**config.mk**
```make
export PLATFORM = sky130hd
export DESIGN_NAME = passive_lcd_timing
export DESIGN_NICKNAME = d
export VERILOG_FILES = /design/src/rtl/ptg_pkg.sv /design/src/rtl/ptg_pixdiv.sv /design/src/rtl/ptg_seq.sv /design/src/rtl/ptg_stream.sv /design/src/rtl/passive_lcd_timing.sv
export SDC_FILE = /design/constraint.sdc
export NUM_CORES = 1
export LEC_CHECK = 0
export BUFFER_PORTS_ARGS = -buffer_cell sky130_fd_sc_hd__buf_2
export CAP_MARGIN = 20
export CORE_MARGIN = 2
export CORE_UTILIZATION = 30
export DETAILED_ROUTE_END_ITERATION = 8
export GPL_TIMING_DRIVEN = 0
export HOLD_SLACK_MARGIN = 0.1
export PLACE_DENSITY_LB_ADDON = 0.2
export SLEW_MARGIN = 10
export SYNTH_ARGS = -nofsm -noshare
export SYNTH_HDL_FRONTEND = slang
export SYNTH_SLANG_ARGS = --single-unit
export TNS_END_PERCENT = 1
```
**constraint.sdc**
```tcl
create_clock -name clk -period 4.35 [get_ports clk]
set_clock_uncertainty 0.15 [all_clocks]
set_input_delay 1.0875 -clock clk [delete_from_list [all_inputs] [get_ports clk]]
set_output_delay 1.0875 -clock clk [all_outputs]
set_load 0.01 [all_outputs]
```
**src/rtl/ptg_pkg.sv**
```systemverilog
package ptg_pkg;

    typedef enum logic [1:0] {
        ST_TAIL   = 2'd0,
        ST_HSYNC  = 2'd1,
        ST_VLEAD  = 2'd2,
        ST_ACTIVE = 2'd3
    } ptg_state_e;

endpackage

```
**src/rtl/ptg_pixdiv.sv**
```systemverilog
module ptg_pixdiv #(
    parameter int DIV_W = 8
) (
    input  logic             clk,
    input  logic             rst_n,
    input  logic [DIV_W-1:0] div_val,
    output logic             tick
);

    logic [DIV_W-1:0] div_d, div_q;

    always_comb begin
        tick  = (div_q >= div_val);
        div_d = tick ? '0 : div_q + 1'b1;
    end

    always_ff @(posedge clk) begin
        if (!rst_n) div_q <= '0;
        else        div_q <= div_d;
    end

endmodule

```
**src/rtl/ptg_seq.sv**
```systemverilog
module ptg_seq
    import ptg_pkg::*;
#(
    parameter int CNT_W  = 12,
    parameter int LINE_W = 10
) (
    input  logic              clk,
    input  logic              rst_n,
    input  logic              tick,
    input  logic [CNT_W-1:0]  cfg_line_px,
    input  logic [CNT_W-1:0]  cfg_hs_width,
    input  logic [CNT_W-1:0]  cfg_gap_tail,
    input  logic [CNT_W-1:0]  cfg_gap_vs,
    input  logic [1:0]        cfg_bus_sel,
    input  logic [LINE_W-1:0] cfg_frame_lines,
    output logic              hs_act,
    output logic              vs_act,
    output logic              sc_act,
    output logic              load
);

    typedef struct packed {
        ptg_state_e        state;
        logic [CNT_W-1:0]  cnt;
        logic [LINE_W-1:0] line;
        logic              first;
    } seq_t;

    seq_t r_d, r_q;

    logic [CNT_W-1:0] limit;
    logic [CNT_W-1:0] shift_mask;
    logic [4:0]       shift_len;
    logic [LINE_W:0]  line_inc;
    logic             wrap;

    always_comb begin
        unique case (r_q.state)
            ST_TAIL:   limit = cfg_gap_tail;
            ST_HSYNC:  limit = cfg_hs_width;
            ST_VLEAD:  limit = cfg_gap_vs + 1'b1;
            default:   limit = cfg_line_px - 1'b1;
        endcase
        shift_len  = 5'd2 << cfg_bus_sel;
        shift_mask = CNT_W'(shift_len - 5'd1);
        line_inc   = {1'b0, r_q.line} + 1'b1;
        wrap       = (line_inc >= {1'b0, cfg_frame_lines});
    end

    always_comb begin
        r_d = r_q;
        if (tick) begin
            if (r_q.cnt == limit) begin
                r_d.cnt = '0;
                unique case (r_q.state)
                    ST_TAIL:  r_d.state = ST_HSYNC;
                    ST_HSYNC: begin
                        r_d.first = 1'b0;
                        if (r_q.first || wrap) begin
                            r_d.line  = '0;
                            r_d.state = ST_VLEAD;
                        end else begin
                            r_d.line  = r_q.line + 1'b1;
                            r_d.state = ST_ACTIVE;
                        end
                    end
                    ST_VLEAD: r_d.state = ST_ACTIVE;
                    default:  r_d.state = ST_TAIL;
                endcase
            end else begin
                r_d.cnt = r_q.cnt + 1'b1;
            end
        end
        load = tick && (r_d.state == ST_ACTIVE) && ((r_d.cnt & shift_mask) == '0);
    end

    always_comb begin
        hs_act = (r_q.state == ST_HSYNC);
        vs_act = (r_q.state == ST_ACTIVE) && (r_q.line == '0);
        sc_act = (r_q.state == ST_ACTIVE) && r_q.cnt[cfg_bus_sel];
    end

    always_ff @(posedge clk) begin
        if (!rst_n) begin
            r_q.state <= ST_TAIL;
            r_q.cnt   <= '0;
            r_q.line  <= '0;
            r_q.first <= 1'b1;
        end else begin
            r_q <= r_d;
        end
    end

endmodule

```
**src/rtl/ptg_stream.sv**
```systemverilog
module ptg_stream #(
    parameter int DATA_W = 16
) (
    input  logic              clk,
    input  logic              rst_n,
    input  logic              load,
    input  logic              px_valid,
    input  logic [DATA_W-1:0] px_data,
    output logic              px_ready,
    output logic [DATA_W-1:0] pd,
    output logic              urun
);

    typedef struct packed {
        logic [DATA_W-1:0] data;
        logic              urun;
    } strm_t;

    strm_t s_d, s_q;

    always_comb begin
        s_d      = s_q;
        px_ready = load;
        if (load) begin
            if (px_valid) s_d.data = px_data;
            else          s_d.urun = 1'b1;
        end
    end

    always_ff @(posedge clk) begin
        if (!rst_n) begin
            s_q.data <= '0;
            s_q.urun <= 1'b0;
        end else begin
            s_q <= s_d;
        end
    end

    assign pd   = s_q.data;
    assign urun = s_q.urun;

endmodule

```
**src/rtl/passive_lcd_timing.sv**
```systemverilog
module passive_lcd_timing #(
    parameter int DATA_W = 16,
    parameter int DIV_W  = 8,
    parameter int CNT_W  = 12,
    parameter int LINE_W = 10
) (
    input  logic              clk,
    input  logic              rst_n,
    input  logic [DIV_W-1:0]  cfg_pix_div,
    input  logic [CNT_W-1:0]  cfg_line_px,
    input  logic [CNT_W-1:0]  cfg_hs_width,
    input  logic [CNT_W-1:0]  cfg_gap_tail,
    input  logic [CNT_W-1:0]  cfg_gap_vs,
    input  logic [1:0]        cfg_bus_sel,
    input  logic [LINE_W-1:0] cfg_frame_lines,
    input  logic              cfg_vs_high,
    input  logic              cfg_hs_high,
    input  logic              cfg_sc_high,
    input  logic              px_valid,
    input  logic [DATA_W-1:0] px_data,
    output logic              px_ready,
    output logic              lcd_vsync,
    output logic              lcd_hsync,
    output logic              lcd_sclk,
    output logic [DATA_W-1:0] lcd_data,
    output logic              underrun
);

    logic tick;
    logic hs_act, vs_act, sc_act, load;

    ptg_pixdiv #(.DIV_W(DIV_W)) u_div (
        .clk     (clk),
        .rst_n   (rst_n),
        .div_val (cfg_pix_div),
        .tick    (tick)
    );

    ptg_seq #(.CNT_W(CNT_W), .LINE_W(LINE_W)) u_seq (
        .clk             (clk),
        .rst_n           (rst_n),
        .tick            (tick),
        .cfg_line_px     (cfg_line_px),
        .cfg_hs_width    (cfg_hs_width),
        .cfg_gap_tail    (cfg_gap_tail),
        .cfg_gap_vs      (cfg_gap_vs),
        .cfg_bus_sel     (cfg_bus_sel),
        .cfg_frame_lines (cfg_frame_lines),
        .hs_act          (hs_act),
        .vs_act          (vs_act),
        .sc_act          (sc_act),
        .load            (load)
    );

    ptg_stream #(.DATA_W(DATA_W)) u_strm (
        .clk      (clk),
        .rst_n    (rst_n),
        .load     (load),
        .px_valid (px_valid),
        .px_data  (px_data),
        .px_ready (px_ready),
        .pd       (lcd_data),
        .urun     (underrun)
    );

    always_comb begin
        lcd_vsync = cfg_vs_high ? vs_act : ~vs_act;
        lcd_hsync = cfg_hs_high ? hs_act : ~hs_act;
        lcd_sclk  = cfg_sc_high ? sc_act : ~sc_act;
    end

endmodule

```
# == Word-level counts from Yosys, hierarchy flattened ==
# Cells that the tools add are included.
# Widths: inputs -> output; s select.
# totals
reg_bits,50
input_bits,90
out_inout_bits,21
wordCells,55
# op_classes
n_addsub,7
order_cmp,3
eq_ne,5
n_shift,1
muxes,14
bitwise,6
reduce_logical,12
# ops
cell,n
$pmux 12 s3,1
$mux 25,1
$add 12x1->12 const B,2
$mux 11,2
$and 12x12->12,1
$eq 12x12->1,1
$logic_not 12->1,1
$mux 12,1
$sub 12x1->12 const B,1
$add 10x1->11 const B,1
$ge 11x10->1,1
$add 10x1->10 const B,1
$logic_not 10->1,1
$mux 10,1
$add 8x1->8 const B,1
$ge 8x8->1,1
$eq 2x2->1 const B,3
$pmux 2 s3,1
$sub 5x1->6 const B,1
$lt 2x5->1 const B,1
$mux 1,5
$not 1->1,5
$shl 2x2->5 const A,1
$logic_and 1x1->1,4
other kinds (8),9

# == Longest topological paths before layout ==
# depth
depth_word,11
mapped_depth,16

# == Hierarchy ==
# Synthesis repeated with hierarchy kept, for this count alone.
# unflattened
hier_cells,465
hier_area_um2,3948.8
# modules_own_cells
mod,n_inst,cells_per_inst,area_each_um2,seq_area_each_um2
ptg_seq,1,326,2685.1,500.5
ptg_stream,1,78,711.9,340.3
ptg_pixdiv,1,58,525.5,160.2
passive_lcd_timing,1,3,26.3,0.0

# == Least setup slack after synthesis ==
# OpenSTA, ideal clock, no wires.
# synth_timing
path_type,input -> output
startpoint,in cfg_pix_div[4]
endpoint,out px_ready
arrival_ps,3044
slack_ps,68
stages,10
cell_sequence,inv_1 ha_1 o2111ai_1 o221a_2 buf_2 or4_1 a2bb2oi_1 o31ai_1 o21ai_0 nand2_1
# synth_between
elab_chain_len,5
word_cells_on_any_way,7
cone_classes,order compare (1); eq/ne (1); mux (1); bitwise (1); reduce/logical (3)
# synth_lines
element,line_no,text
start: declaration,passive_lcd_timing.sv:9,"input logic [DIV_W-1:0] cfg_pix_div,"
$ge 8x8->1 *,ptg_pixdiv.sv:13,tick = (div_q >= div_val);
$mux 25,ptg_seq.sv:52,if (tick) begin
$and 12x12->12 or $eq 2x2->1 (tied branches),ptg_seq.sv:74,load = tick && (r_d.state == ST_ACTIVE) && ((r_d.cnt & shift_mask) == '0);
$logic_not 12->1 or $logic_and 1x1->1 (tied branches),ptg_seq.sv:74,
$logic_and 1x1->1 *,ptg_seq.sv:74,
end: declaration,passive_lcd_timing.sv:21,"output logic px_ready,"
# Mark *: on every way between the ends. The rest lies on a longest branch, timed or not.

# == Final worst setup path ==
# Same ends and word-level chain as after synthesis.

==> metrics.txt <==
Hold Vio Cnt, Final=0; pin count of the biggest net entering global routing=16; DR vias=roughly 4300; WP data arrival=around 3.3 ns; critical-path maximum fanout=9; category of the worst setup path capture point=primary output; initial detailed-routing violation count=151; critical path start-end classification=input port to primary output; Site Rows=43; Residual DRC=0; fin util=between 40% and 50%; Post-Syn Area=~0.0042 mm²; max cap viols=0; GP Congestion=between 0.8 and 0.9; number of global-route vias before repair=between 4000 and 5000; starting density of the core=a little under a third; Die Outline Area=0.0149 mm²; cell leakage power=around 2.4 nW; maximum level of the CTS H-tree=2; leading cell types in the layout, fill and taps excluded=buf_2 (114), nand2_1 (62), dfxtp_1 (43); result of the run=finished, violations left; share of flip-flops with an asynchronous set or reset after synthesis=0%; Synth-to-Final Area Change=32.3%; # diodes=0; number of register bits inferred by synthesis=50; end point of the critical path=px_ready; nets in the synthesized netlist=around 650; first-pass GRT wire length=between 15 and 20 mm; Vias per Instance=about 5; Setup-failing EPs final=1; cell count after synthesis=around 530; Synth Flop Type=dfxtp_1; clock sink count=50; number of placed cells counting well taps=815; cell type with the largest total area after synthesis=dfxtp_1; Routed WL=roughly 12 mm; clock slew seen by the registers of the worst setup and hold paths=~0.070 ns; sort of element at the start of the critical path=input port; number of buffers added by the clock tree synthesis step=5; num ports=about 110; launch point of the critical path=cfg_pix_div[4]; number of cells traversed by the worst hold path=2; upper clock frequency limit=0.222 GHz; setup repair after global routing missed its margin=true; max-slew headroom at the worst pin=around 58%; FF-to-FF path depth=21; count of warnings emitted by yosys=0; total power divided by cell area=approximately 180 mW/mm²; gr ovfl total=0; All-Layer GR Usage=16.2%; count of antenna-violating nets left after detailed routing=0; I/O Buffers=108; number of nets in the final layout=just under 800; class of the worst hold path=flip-flop to flip-flop; TritonCTS clock tree=yes; Seq/Total Area, Yosys=around a quarter; end of the worst register-to-register path=u_strm.pd[10]; drt wl/cell=roughly 14 µm; post-synth top area share=a little under a quarter; Required @ worst endpoint=a little over 3 ns; DRT Pass-1 Iters=4; minimum clock period after layout=4.51 ns; Post-Place Worst Slack=-0.588 ns; most common cell after layout, fill and taps aside=buf_2; unique cell type count in the Yosys netlist=68; maximum count of clock buffers along a single path=2; clock latency on the worst-skew pair=0.29 ns; Final Slew Violations=0; cells taking the most area after synthesis=dfxtp_1 (24%), ha_1 (8.7%), nand2_1 (5.7%); die span in y=~120 µm; worst-case register-to-register setup slack=~0.090 ns; ratio of cells with drive above 1 in the final layout=30.9%; Die X-Extent=approximately 120 µm; CTS Hold Buffers Added=0; HPWL after detailed placement=just over 9 mm; violations in the final reports=setup timing; ratio of final minimum period to clock period=104%; antenna violations before repair=0; EDFF count, synth=0; worst IR drop on VDD=about 0.14 mV; Final Non-Filler Cells=around 840; area of the core region=0.0137 mm²; slack of the critical path=-0.160 ns; setup_tns=-0.160 ns; syn_area_per_cell=roughly 8 µm²; launch point of the worst reg-to-reg path=u_seq.r_q[1]; Tightest Pin Transition=0.631 ns; clock root cell=clkbuf_16
[how the worst min path moves through the flow]
| stage | to | startpoint |
|---|---|---|
| detailed placement | u_strm.pd[3] | u_strm.pd[3] |
| finish | u_strm.pd[3] | u_strm.pd[3] |
| global placement | u_strm.pd[3] | u_strm.pd[3] |
| global route | u_strm.pd[0] | u_strm.pd[0] |
| floorplan | u_div.div_q[0] | u_div.div_q[0] |
| CTS | u_strm.pd[3] | u_strm.pd[3] |
[power breakdown]
part	switching, mW	internal, mW	total (mW)
Sequential	0.00287	0.458	0.461
Clock	0.175	0.214	0.389
Combinational	0.0833	0.0806	0.164
[cell usage after synthesis, types with 8 or more instances]
cell type / count
o21ai_0: 18
xor2_1: 24
dfxtp_1: 50
and2_1: 9
ha_1: 29
xnor2_1: 23
a221oi_1: 8
a221o_1: 8
and3_1: 16
mux2i_1: 22
inv_1: 32
nand3_1: 21
a21oi_1: 11
clkbuf_1: 13
nor2_1: 32
buf_2: 12
nand4_1: 10
and4_1: 10
nand2_1: 63
nor3_1: 11
[stage by stage]
| step | instance area, µm² | total power [mW] | hold slack [ns] |
|---|---|---|---|
| after detailed placement | 4940 | 0.623 | 0.299 |
| after global placement | 4940 | 0.619 | 0.291 |
| final | 5520 | 1.01 | 0.307 |
| after global routing | 5520 | 1.07 | 0.319 |
| after floorplan | 4170 | 0.550 | 0.276 |
| after CTS | 5420 | 1.03 | 0.309 |
[metal layers]
metal / track usage [%] / wire (µm) / vias up
met3: 1.78 / 433 / 5
met2: 28.9 / 6020 / 80
met4: 3.02 / 70 / 0
met1: 21.1 / 5530 / 2030
li1: - / - / 2159
met5: 0 / 0 / -
[layout make-up]
| cell class | count | area, µm² |
|---|---|---|
| buffer | 28 | 145 |
| inverter | 32 | 120 |
| tap | 180 | 225 |
| multi-input combinational | 412 | 3090 |
| sequential | 50 | 1020 |
| fill | 1429 | 8200 |
| clock buffer | 6 | 129 |
| clock inverter | 2 | 13.8 |
| timing repair buffer | 134 | 779 |
[state kept, by name, summed over array words and instances (netlist names)]
name	flops
u_div.div_q	8
u_seq.r_q	25
u_strm.pd	16
u_strm.urun	1
[repair_timing]
item                                    in CTS  in global routing
setup buffers                               19                  7
endpoints found under the setup margin       4                 17
pin swaps                                   18                 15
resized for setup                           48                 11
[cell families (layout without fill, tap and decap cells)]
kind of cell / Yosys count / count (layout) / synth area share [%]
AOI/OAI and AO/OA: 91 / 91 / 16.0
xor gates and xnor gates: 47 / 47 / 9.87
adders and majority gates: 29 / 29 / 8.70
buffers and inverters: 65 / 202 / 6.54
DFF: 50 / 50 / 24.0
muxes: 24 / 24 / 6.09
and+or+nand+nor: 221 / 221 / 28.8
[critical path: stages]
cell and delay (ns):
buf_2 0.07, inv_1 0.03, ha_1 0.30, o2111ai_2 0.14, o221a_4 0.34, buf_12 0.14
nor2_4 0.21, and4_1 0.25, nand4_1 0.20, o21ai_2 0.25, nand2_2 0.11, buf_6 0.13
Power figures use the tool's default switching activity.
